File: config.mk
export PLATFORM = sky130hd
export DESIGN_NAME = dram_seq_top
export DESIGN_NICKNAME = d
export VERILOG_FILES = /design/src/rtl/dram_seq_pkg.sv /design/src/rtl/dram_bank_slot.sv /design/src/rtl/dram_burst_timer.sv /design/src/rtl/dram_seq_top.sv
export SDC_FILE = /design/constraint.sdc
export NUM_CORES = 1
export LEC_CHECK = 0
export BUFFER_PORTS_ARGS = -buffer_cell sky130_fd_sc_hd__buf_2
export CELL_PAD_IN_SITES_DETAIL_PLACEMENT = 1
export CELL_PAD_IN_SITES_GLOBAL_PLACEMENT = 2
export CORE_ASPECT_RATIO = 1.25
export CORE_MARGIN = 2
export CORE_UTILIZATION = 35
export DETAILED_ROUTE_END_ITERATION = 10
export PLACE_DENSITY_LB_ADDON = 0.1
export SYNTH_ARGS = -nofsm -noshare
export SYNTH_HDL_FRONTEND = slang
export SYNTH_SLANG_ARGS = --single-unit
File: constraint.sdc
create_clock -name clk -period 3 [get_ports clk]
set_input_delay 0.3 -clock clk [delete_from_list [all_inputs] [get_ports clk]]
set_output_delay 0.3 -clock clk [all_outputs]
set_load 0.01 [all_outputs]
File: src/rtl/dram_seq_pkg.sv
package dram_seq_pkg;

    typedef enum logic [1:0] {
        CMD_NOP = 2'd0,
        CMD_PRE = 2'd1,
        CMD_ACT = 2'd2,
        CMD_RD  = 2'd3
    } cmd_e;

    typedef enum logic [1:0] {
        S_IDLE = 2'd0,
        S_PRE  = 2'd1,
        S_ACT  = 2'd2,
        S_RD   = 2'd3
    } state_e;

endpackage

File: src/rtl/dram_bank_slot.sv
module dram_bank_slot #(
    parameter int ROW_W = 13,
    parameter int TW    = 4
) (
    input  logic             clk,
    input  logic             rst_n,
    input  logic             act_en,
    input  logic             pre_en,
    input  logic [ROW_W-1:0] row_in,
    input  logic [TW-1:0]    tras,
    output logic             is_open,
    output logic [ROW_W-1:0] open_row,
    output logic             ras_done
);

    logic [TW-1:0] ras_cnt;

    always_ff @(posedge clk) begin
        if (!rst_n) begin
            is_open  <= 1'b0;
            open_row <= '0;
            ras_cnt  <= '0;
        end else begin
            if (act_en) begin
                is_open  <= 1'b1;
                open_row <= row_in;
                ras_cnt  <= (tras == '0) ? '0 : tras - 1'b1;
            end else begin
                if (pre_en) begin
                    is_open <= 1'b0;
                end
                if (ras_cnt != '0) begin
                    ras_cnt <= ras_cnt - 1'b1;
                end
            end
        end
    end

    assign ras_done = (ras_cnt == '0);

    // Cycles since the last row open, saturating; used only by the checks below.
    logic [TW-1:0] age_q;

    always_ff @(posedge clk) begin
        if (!rst_n) begin
            age_q <= '1;
        end else if (act_en) begin
            age_q <= {{(TW-1){1'b0}}, 1'b1};
        end else if (age_q != '1) begin
            age_q <= age_q + 1'b1;
        end
    end

    p_pre_after_ras_r6: assert property (@(posedge clk) disable iff (!rst_n)
        pre_en |-> (age_q >= tras));

    p_pre_only_open_r5: assert property (@(posedge clk) disable iff (!rst_n)
        pre_en |-> is_open);

    p_act_only_closed_r7: assert property (@(posedge clk) disable iff (!rst_n)
        act_en |-> !is_open);

endmodule

File: src/rtl/dram_burst_timer.sv
module dram_burst_timer #(
    parameter int TW = 4
) (
    input  logic          clk,
    input  logic          rst_n,
    input  logic          rd_fire,
    input  logic [TW-1:0] cl,
    input  logic          bl8,
    output logic          rd_valid
);

    localparam int HIST = (1 << TW) - 1;

    logic [HIST-1:0] hist;
    logic [3:0]      rem;
    logic            start;
    logic [TW-1:0]   tap;

    // hist[k] set means a read command was issued k+1 cycles ago.
    assign tap   = (cl == '0) ? '0 : cl - 1'b1;
    assign start = hist[tap];

    always_ff @(posedge clk) begin
        if (!rst_n) begin
            hist <= '0;
            rem  <= '0;
        end else begin
            hist <= {hist[HIST-2:0], rd_fire};
            if (start) begin
                rem <= bl8 ? 4'd7 : 4'd3;
            end else if (rem != '0) begin
                rem <= rem - 1'b1;
            end
        end
    end

    assign rd_valid = start || (rem != '0);

endmodule

File: src/rtl/dram_seq_top.sv
module dram_seq_top
    import dram_seq_pkg::*;
#(
    parameter int BANK_W = 2,
    parameter int ROW_W  = 13,
    parameter int COL_W  = 10,
    parameter int TW     = 4
) (
    input  logic              clk,
    input  logic              rst_n,
    input  logic              req_valid,
    output logic              req_ready,
    input  logic [BANK_W-1:0] req_bank,
    input  logic [ROW_W-1:0]  req_row,
    input  logic [COL_W-1:0]  req_col,
    input  logic [TW-1:0]     cfg_rp,
    input  logic [TW-1:0]     cfg_rcd,
    input  logic [TW-1:0]     cfg_cl,
    input  logic [TW-1:0]     cfg_ras,
    input  logic              cfg_burst8,
    output logic [1:0]        cmd,
    output logic [BANK_W-1:0] cmd_bank,
    output logic [ROW_W-1:0]  cmd_addr,
    output logic              rd_valid
);

    localparam int NB = 1 << BANK_W;

    state_e            state, state_nx;
    logic [BANK_W-1:0] cur_bank;
    logic [ROW_W-1:0]  cur_row;
    logic [COL_W-1:0]  cur_col;
    logic [TW-1:0]     gap;

    logic [NB-1:0]     open_vec;
    logic [NB-1:0]     ras_done_vec;
    logic [ROW_W-1:0]  row_arr [NB];
    logic [NB-1:0]     act_vec;
    logic [NB-1:0]     pre_vec;

    logic accept, pre_fire, act_fire, rd_fire;
    cmd_e cmd_e_w;

    assign accept   = req_valid && (state == S_IDLE);
    assign pre_fire = (state == S_PRE) && (gap == '0) && ras_done_vec[cur_bank];
    assign act_fire = (state == S_ACT) && (gap == '0);
    assign rd_fire  = (state == S_RD)  && (gap == '0);

    // Per-bank open-row tracking
    for (genvar b = 0; b < NB; b++) begin : g_bank
        assign act_vec[b] = act_fire && (cur_bank == b[BANK_W-1:0]);
        assign pre_vec[b] = pre_fire && (cur_bank == b[BANK_W-1:0]);

        dram_bank_slot #(.ROW_W(ROW_W), .TW(TW)) u_slot (
            .clk      (clk),
            .rst_n    (rst_n),
            .act_en   (act_vec[b]),
            .pre_en   (pre_vec[b]),
            .row_in   (cur_row),
            .tras     (cfg_ras),
            .is_open  (open_vec[b]),
            .open_row (row_arr[b]),
            .ras_done (ras_done_vec[b])
        );
    end

    // Next state
    always_comb begin
        state_nx = state;
        unique case (state)
            S_IDLE: begin
                if (accept) begin
                    if (!open_vec[req_bank])                 state_nx = S_ACT;
                    else if (row_arr[req_bank] == req_row)   state_nx = S_RD;
                    else                                     state_nx = S_PRE;
                end
            end
            S_PRE:  if (pre_fire) state_nx = S_ACT;
            S_ACT:  if (act_fire) state_nx = S_RD;
            S_RD:   if (rd_fire)  state_nx = S_IDLE;
            default: state_nx = S_IDLE;
        endcase
    end

    // State register
    always_ff @(posedge clk) begin
        if (!rst_n) state <= S_IDLE;
        else        state <= state_nx;
    end

    // Request capture and spacing counter
    always_ff @(posedge clk) begin
        if (!rst_n) begin
            cur_bank <= '0;
            cur_row  <= '0;
            cur_col  <= '0;
            gap      <= '0;
        end else begin
            if (accept) begin
                cur_bank <= req_bank;
                cur_row  <= req_row;
                cur_col  <= req_col;
                gap      <= '0;
            end else if (pre_fire) begin
                gap <= (cfg_rp == '0) ? '0 : cfg_rp - 1'b1;
            end else if (act_fire) begin
                gap <= (cfg_rcd == '0) ? '0 : cfg_rcd - 1'b1;
            end else if (gap != '0) begin
                gap <= gap - 1'b1;
            end
        end
    end

    // Outputs
    always_comb begin
        cmd_e_w  = CMD_NOP;
        cmd_bank = '0;
        cmd_addr = '0;
        unique case (state)
            S_IDLE: ;
            S_PRE: if (pre_fire) begin
                cmd_e_w  = CMD_PRE;
                cmd_bank = cur_bank;
            end
            S_ACT: if (act_fire) begin
                cmd_e_w  = CMD_ACT;
                cmd_bank = cur_bank;
                cmd_addr = cur_row;
            end
            S_RD: if (rd_fire) begin
                cmd_e_w  = CMD_RD;
                cmd_bank = cur_bank;
                cmd_addr = {{(ROW_W-COL_W){1'b0}}, cur_col};
            end
            default: ;
        endcase
    end

    assign cmd       = cmd_e_w;
    assign req_ready = (state == S_IDLE);

    dram_burst_timer #(.TW(TW)) u_burst (
        .clk      (clk),
        .rst_n    (rst_n),
        .rd_fire  (rd_fire),
        .cl       (cfg_cl),
        .bl8      (cfg_burst8),
        .rd_valid (rd_valid)
    );

    // Last command and the cycles since it, for the spacing checks below.
    logic [1:0] last_cmd_q;
    logic [4:0] since_q;

    always_ff @(posedge clk) begin
        if (!rst_n) begin
            last_cmd_q <= CMD_NOP;
            since_q    <= '1;
        end else if (cmd != CMD_NOP) begin
            last_cmd_q <= cmd;
            since_q    <= 5'd1;
        end else if (since_q != '1) begin
            since_q <= since_q + 1'b1;
        end
    end

    p_act_after_rp_r5: assert property (@(posedge clk) disable iff (!rst_n)
        (cmd == CMD_ACT && last_cmd_q == CMD_PRE) |-> (since_q == {1'b0, cfg_rp}));

    p_rd_after_rcd_r3: assert property (@(posedge clk) disable iff (!rst_n)
        (cmd == CMD_RD && last_cmd_q == CMD_ACT) |-> (since_q == {1'b0, cfg_rcd}));

    p_rd_row_open_r4: assert property (@(posedge clk) disable iff (!rst_n)
        (cmd == CMD_RD) |-> (open_vec[cmd_bank] && row_arr[cmd_bank] == cur_row));

    p_ready_drop_r2: assert property (@(posedge clk) disable iff (!rst_n)
        (req_valid && req_ready) |=> !req_ready);

    p_ready_back_r2: assert property (@(posedge clk) disable iff (!rst_n)
        (cmd == CMD_RD) |=> req_ready);

endmodule

==> impl_metrics.toml <==
[global_route]
grt_pass1_vias = 5433
grtUsageTotal_pct = 21.03
grt_overflow = 0
grt_pass1_wl_um = 29060
grt_max_degree = 42
antenna_found_initial = 0

[yosys]
netlist_area_um2 = 5874
async_reset_ff_share_pct = 0
syn_area_per_cell_um2 = 7.992
ys_warn_count = 0
synthFlopType = "dfxtp_1"
syn_inst = 735
synth-seq-area-share_pct = 41.58
synth_edf_count = 0
synth_nets = 798
synth_cell_types = 53
synth-seq-cells = 122

[worst_setup_path]
start_kind = "register"
cp.arrival_ns = 2.53
crit_path_end_kind = "output port"
startpoint = "g_bank[1].u_slot.ras_cnt[0]$_SDFFE_PN0P_"
r2r_start = "g_bank[1].u_slot.ras_cnt[0]$_SDFFE_PN0P_"
cp_max_fo = 14
critPathKind = "reg2out"
cp.required_ns = 2.70

[power]
clkPwrFrac_pct = 33.6
p_seq_share_pct = 34.2
internal_power_mw = 3.939
p_leak_nw = 2.725
ir_worst_vdd_mv = 0.3359
combPwrFrac_pct = 32.1
switchingPower_mw = 2.106
switching_share_pct = 34.84
p_per_area_nw_per_um2 = 856.8

[route]
antenna_left = 0
dr.pass1.iters = 4
wl_per_cell_um = 17.81
initialDrtViolationCount = 239
vias = 5279
post-route-drc-count = 0
via_per_inst = 5.155
routed_wirelength_um = 18240

[outcome]
status = "complete, no violations"

[finish]
final_common_cell = "nand2_1"
fin_util_pct = 43.20
syn_to_final_growth_pct = 20.11
final_nets = 859
multi_input_area_um2 = 3193
layout_common_cells = "nand2_1 (193), dfxtp_1 (122), a21oi_1 (108), buf_2 (63), nor2_1 (43)"
n_fill_cell = 1984
diodes = 0
final-seq-area_um2 = 2442
post_route_cells_drive_above_1_share_pct = 16.34

[worst_hold_path]
hold_class = "in2reg"
hp-start = "req_col[0]"

[clock_network]
numCtsBuffers = 17
cts_buffer_depth = 2
clock_latency_ns = 0.41
cts.htree.levels = 4
hold_buffers = 0
clock_sinks = 122
cts_tree = "yes"
ctsRootBufferMaster = "clkbuf_16"
clk_pin_slew_ns = 0.06
cts_setup_buffers = 0

[sta]
rsz0062_at_grt = "false"
finalHoldViolations = 0
period_needed_ns = 2.832
worstMarginPinSlew_ns = 0.7755
max_slew_margin_pct = 48.30
slew_violations = 0
skew_ns = 0.008877
fin_crit_sh_pct = 94.40
setup-tns-final_ns = 0
setup_viol = 0
max_freq_ghz = 0.3531

[die]
core_um2 = 16330
initial_core_util_pct = 35.97
ioPinCount = 64
fp.dieH_um = 148.8
rows = 52
die_area_um2 = 17840
die_w_um = 119.9

[placed_design]
gp_congestion = 0.8783
port_buffers = 63
hpwl_um = 13000

[run]
maxCapViolations = 0
[final cells by class]
class | count | share of cell area (%)
clock buffers | 21 | 6.668
flip-flops and latches | 122 | 34.62
well taps | 216 | 3.830
clock inverters | 10 | 1.685
inverters | 20 | 1.064
multi-input cells | 551 | 45.26
repair buffers | 84 | 6.881
[registers in the layout (all words and copies together), names as in the netlist]
register and count:
cur_row 13, u_burst.rem 4, cur_bank 2, g_bank.u_slot.open_row 52
cur_col 10, gap 4, state 2, g_bank.u_slot.ras_cnt 16
u_burst.hist 15, g_bank.u_slot.is_open 4
[repair_timing]
item                                   in CTS  in global routing
endpoints found under the hold margin       0                  0
setup endpoints to repair                   3                  1
gates resized for setup                     1                  1
[per-layer routing]
| layer | wire, um | track usage, % |
|---|---|---|
| met1 | 8137 | 25.56 |
| met2 | 9331 | 37.66 |
| met3 | 522 | 3.746 |
| met4 | 248 | 6.588 |
| met5 | 0 | 0 |
[per-stage QoR]
step	area, um^2	total power [mW]	hold WS (ns)	cells	worst slack, ns
after floorplan	5874	3.365	0.4229	735	0.5431
after global placement	6456	3.950	0.4394	993	0.4807
after detailed placement	6456	4.038	0.4436	993	0.3717
after CTS	7051	6.110	0.1123	1024	0.1567
after global routing	7056	6.453	0.1200	1024	0.005759
final	7056	6.045	0.1260	1024	0.1681
[cell families after synthesis]
family	after synthesis	synth area share (%)
AOI/OAI and AO/OA	168	16.74
xor gates and xnor gates	27	4.025
adders and majority gates	18	3.834
buffers and inverters	62	4.239
DFF	122	41.58
muxes	21	5.985
and+or+nand+nor	317	23.60
[cells in the mapped netlist (2+ instances only)]
| cell type | number | share of area (%) |
|---|---|---|
| nand2_1 | 193 | 12 |
| mux2i_1 | 10 | 1.7 |
| inv_1 | 20 | 1.3 |
| or3_1 | 10 | 1.1 |
| a311oi_1 | 3 | 0.45 |
| mux4_1 | 4 | 1.8 |
| buf_2 | 4 | 0.34 |
| o21ai_0 | 14 | 1.2 |
| or2_2 | 5 | 0.53 |
| a22o_1 | 10 | 1.5 |
| o211ai_1 | 2 | 0.26 |
| nand2b_1 | 4 | 0.43 |
| nor2b_1 | 5 | 0.53 |
| clkbuf_1 | 35 | 2.2 |
| nand3_1 | 2 | 0.17 |
| nor3b_1 | 7 | 0.89 |
| a21oi_1 | 108 | 9.2 |
| nor2_1 | 43 | 2.7 |
| nand3b_1 | 2 | 0.26 |
| a221oi_1 | 2 | 0.30 |
| dfxtp_1 | 122 | 42 |
| a211oi_1 | 8 | 1.0 |
| nor3_1 | 20 | 1.7 |
| and3_1 | 4 | 0.43 |
| ha_1 | 18 | 3.8 |
| o21a_1 | 3 | 0.38 |
| mux4_2 | 6 | 2.3 |
| xnor2_1 | 17 | 2.5 |
| xor2_1 | 10 | 1.5 |
| and2_1 | 17 | 1.8 |
| a31oi_1 | 4 | 0.43 |
| o22ai_1 | 2 | 0.21 |
[path summary, 6_finish.rpt]
kind | to | slack [ns] | cells after the start
max | cmd[0] | 0.17 | 9
min | cur_col[0]$_SDFFE_PN0P_ | 0.13 | 3
max reg2reg | state[0]$_SDFFE_PN0P_ | 0.60 | 10
min reg2reg | g_bank[2].u_slot.open_row[3]$_SDFFE_PN0P_ | 0.45 | 2
[critical path, stage by stage, from the launching register on]
cell     delay, ns
dfxtp_1       0.33
inv_1         0.08
ha_1          0.17
nor3b_2       0.33
buf_4         0.19
o22ai_1       0.07
or3_1         0.40
buf_4         0.20
a21oi_1       0.19
buf_2         0.17
[power by group through the flow]
stage | Clock (mW) | Combinational (mW) | Sequential [mW]
2_1_floorplan | 0 | 1.35 | 2.02
3_3_place_gp | 0 | 1.87 | 2.08
3_5_place_dp | 0 | 1.94 | 2.10
4_1_cts | 2.08 | 1.97 | 2.07
5_1_grt | 2.16 | 2.20 | 2.10
6_report | 2.03 | 1.94 | 2.07
No activity file was read; power rests on OpenSTA's default activity.
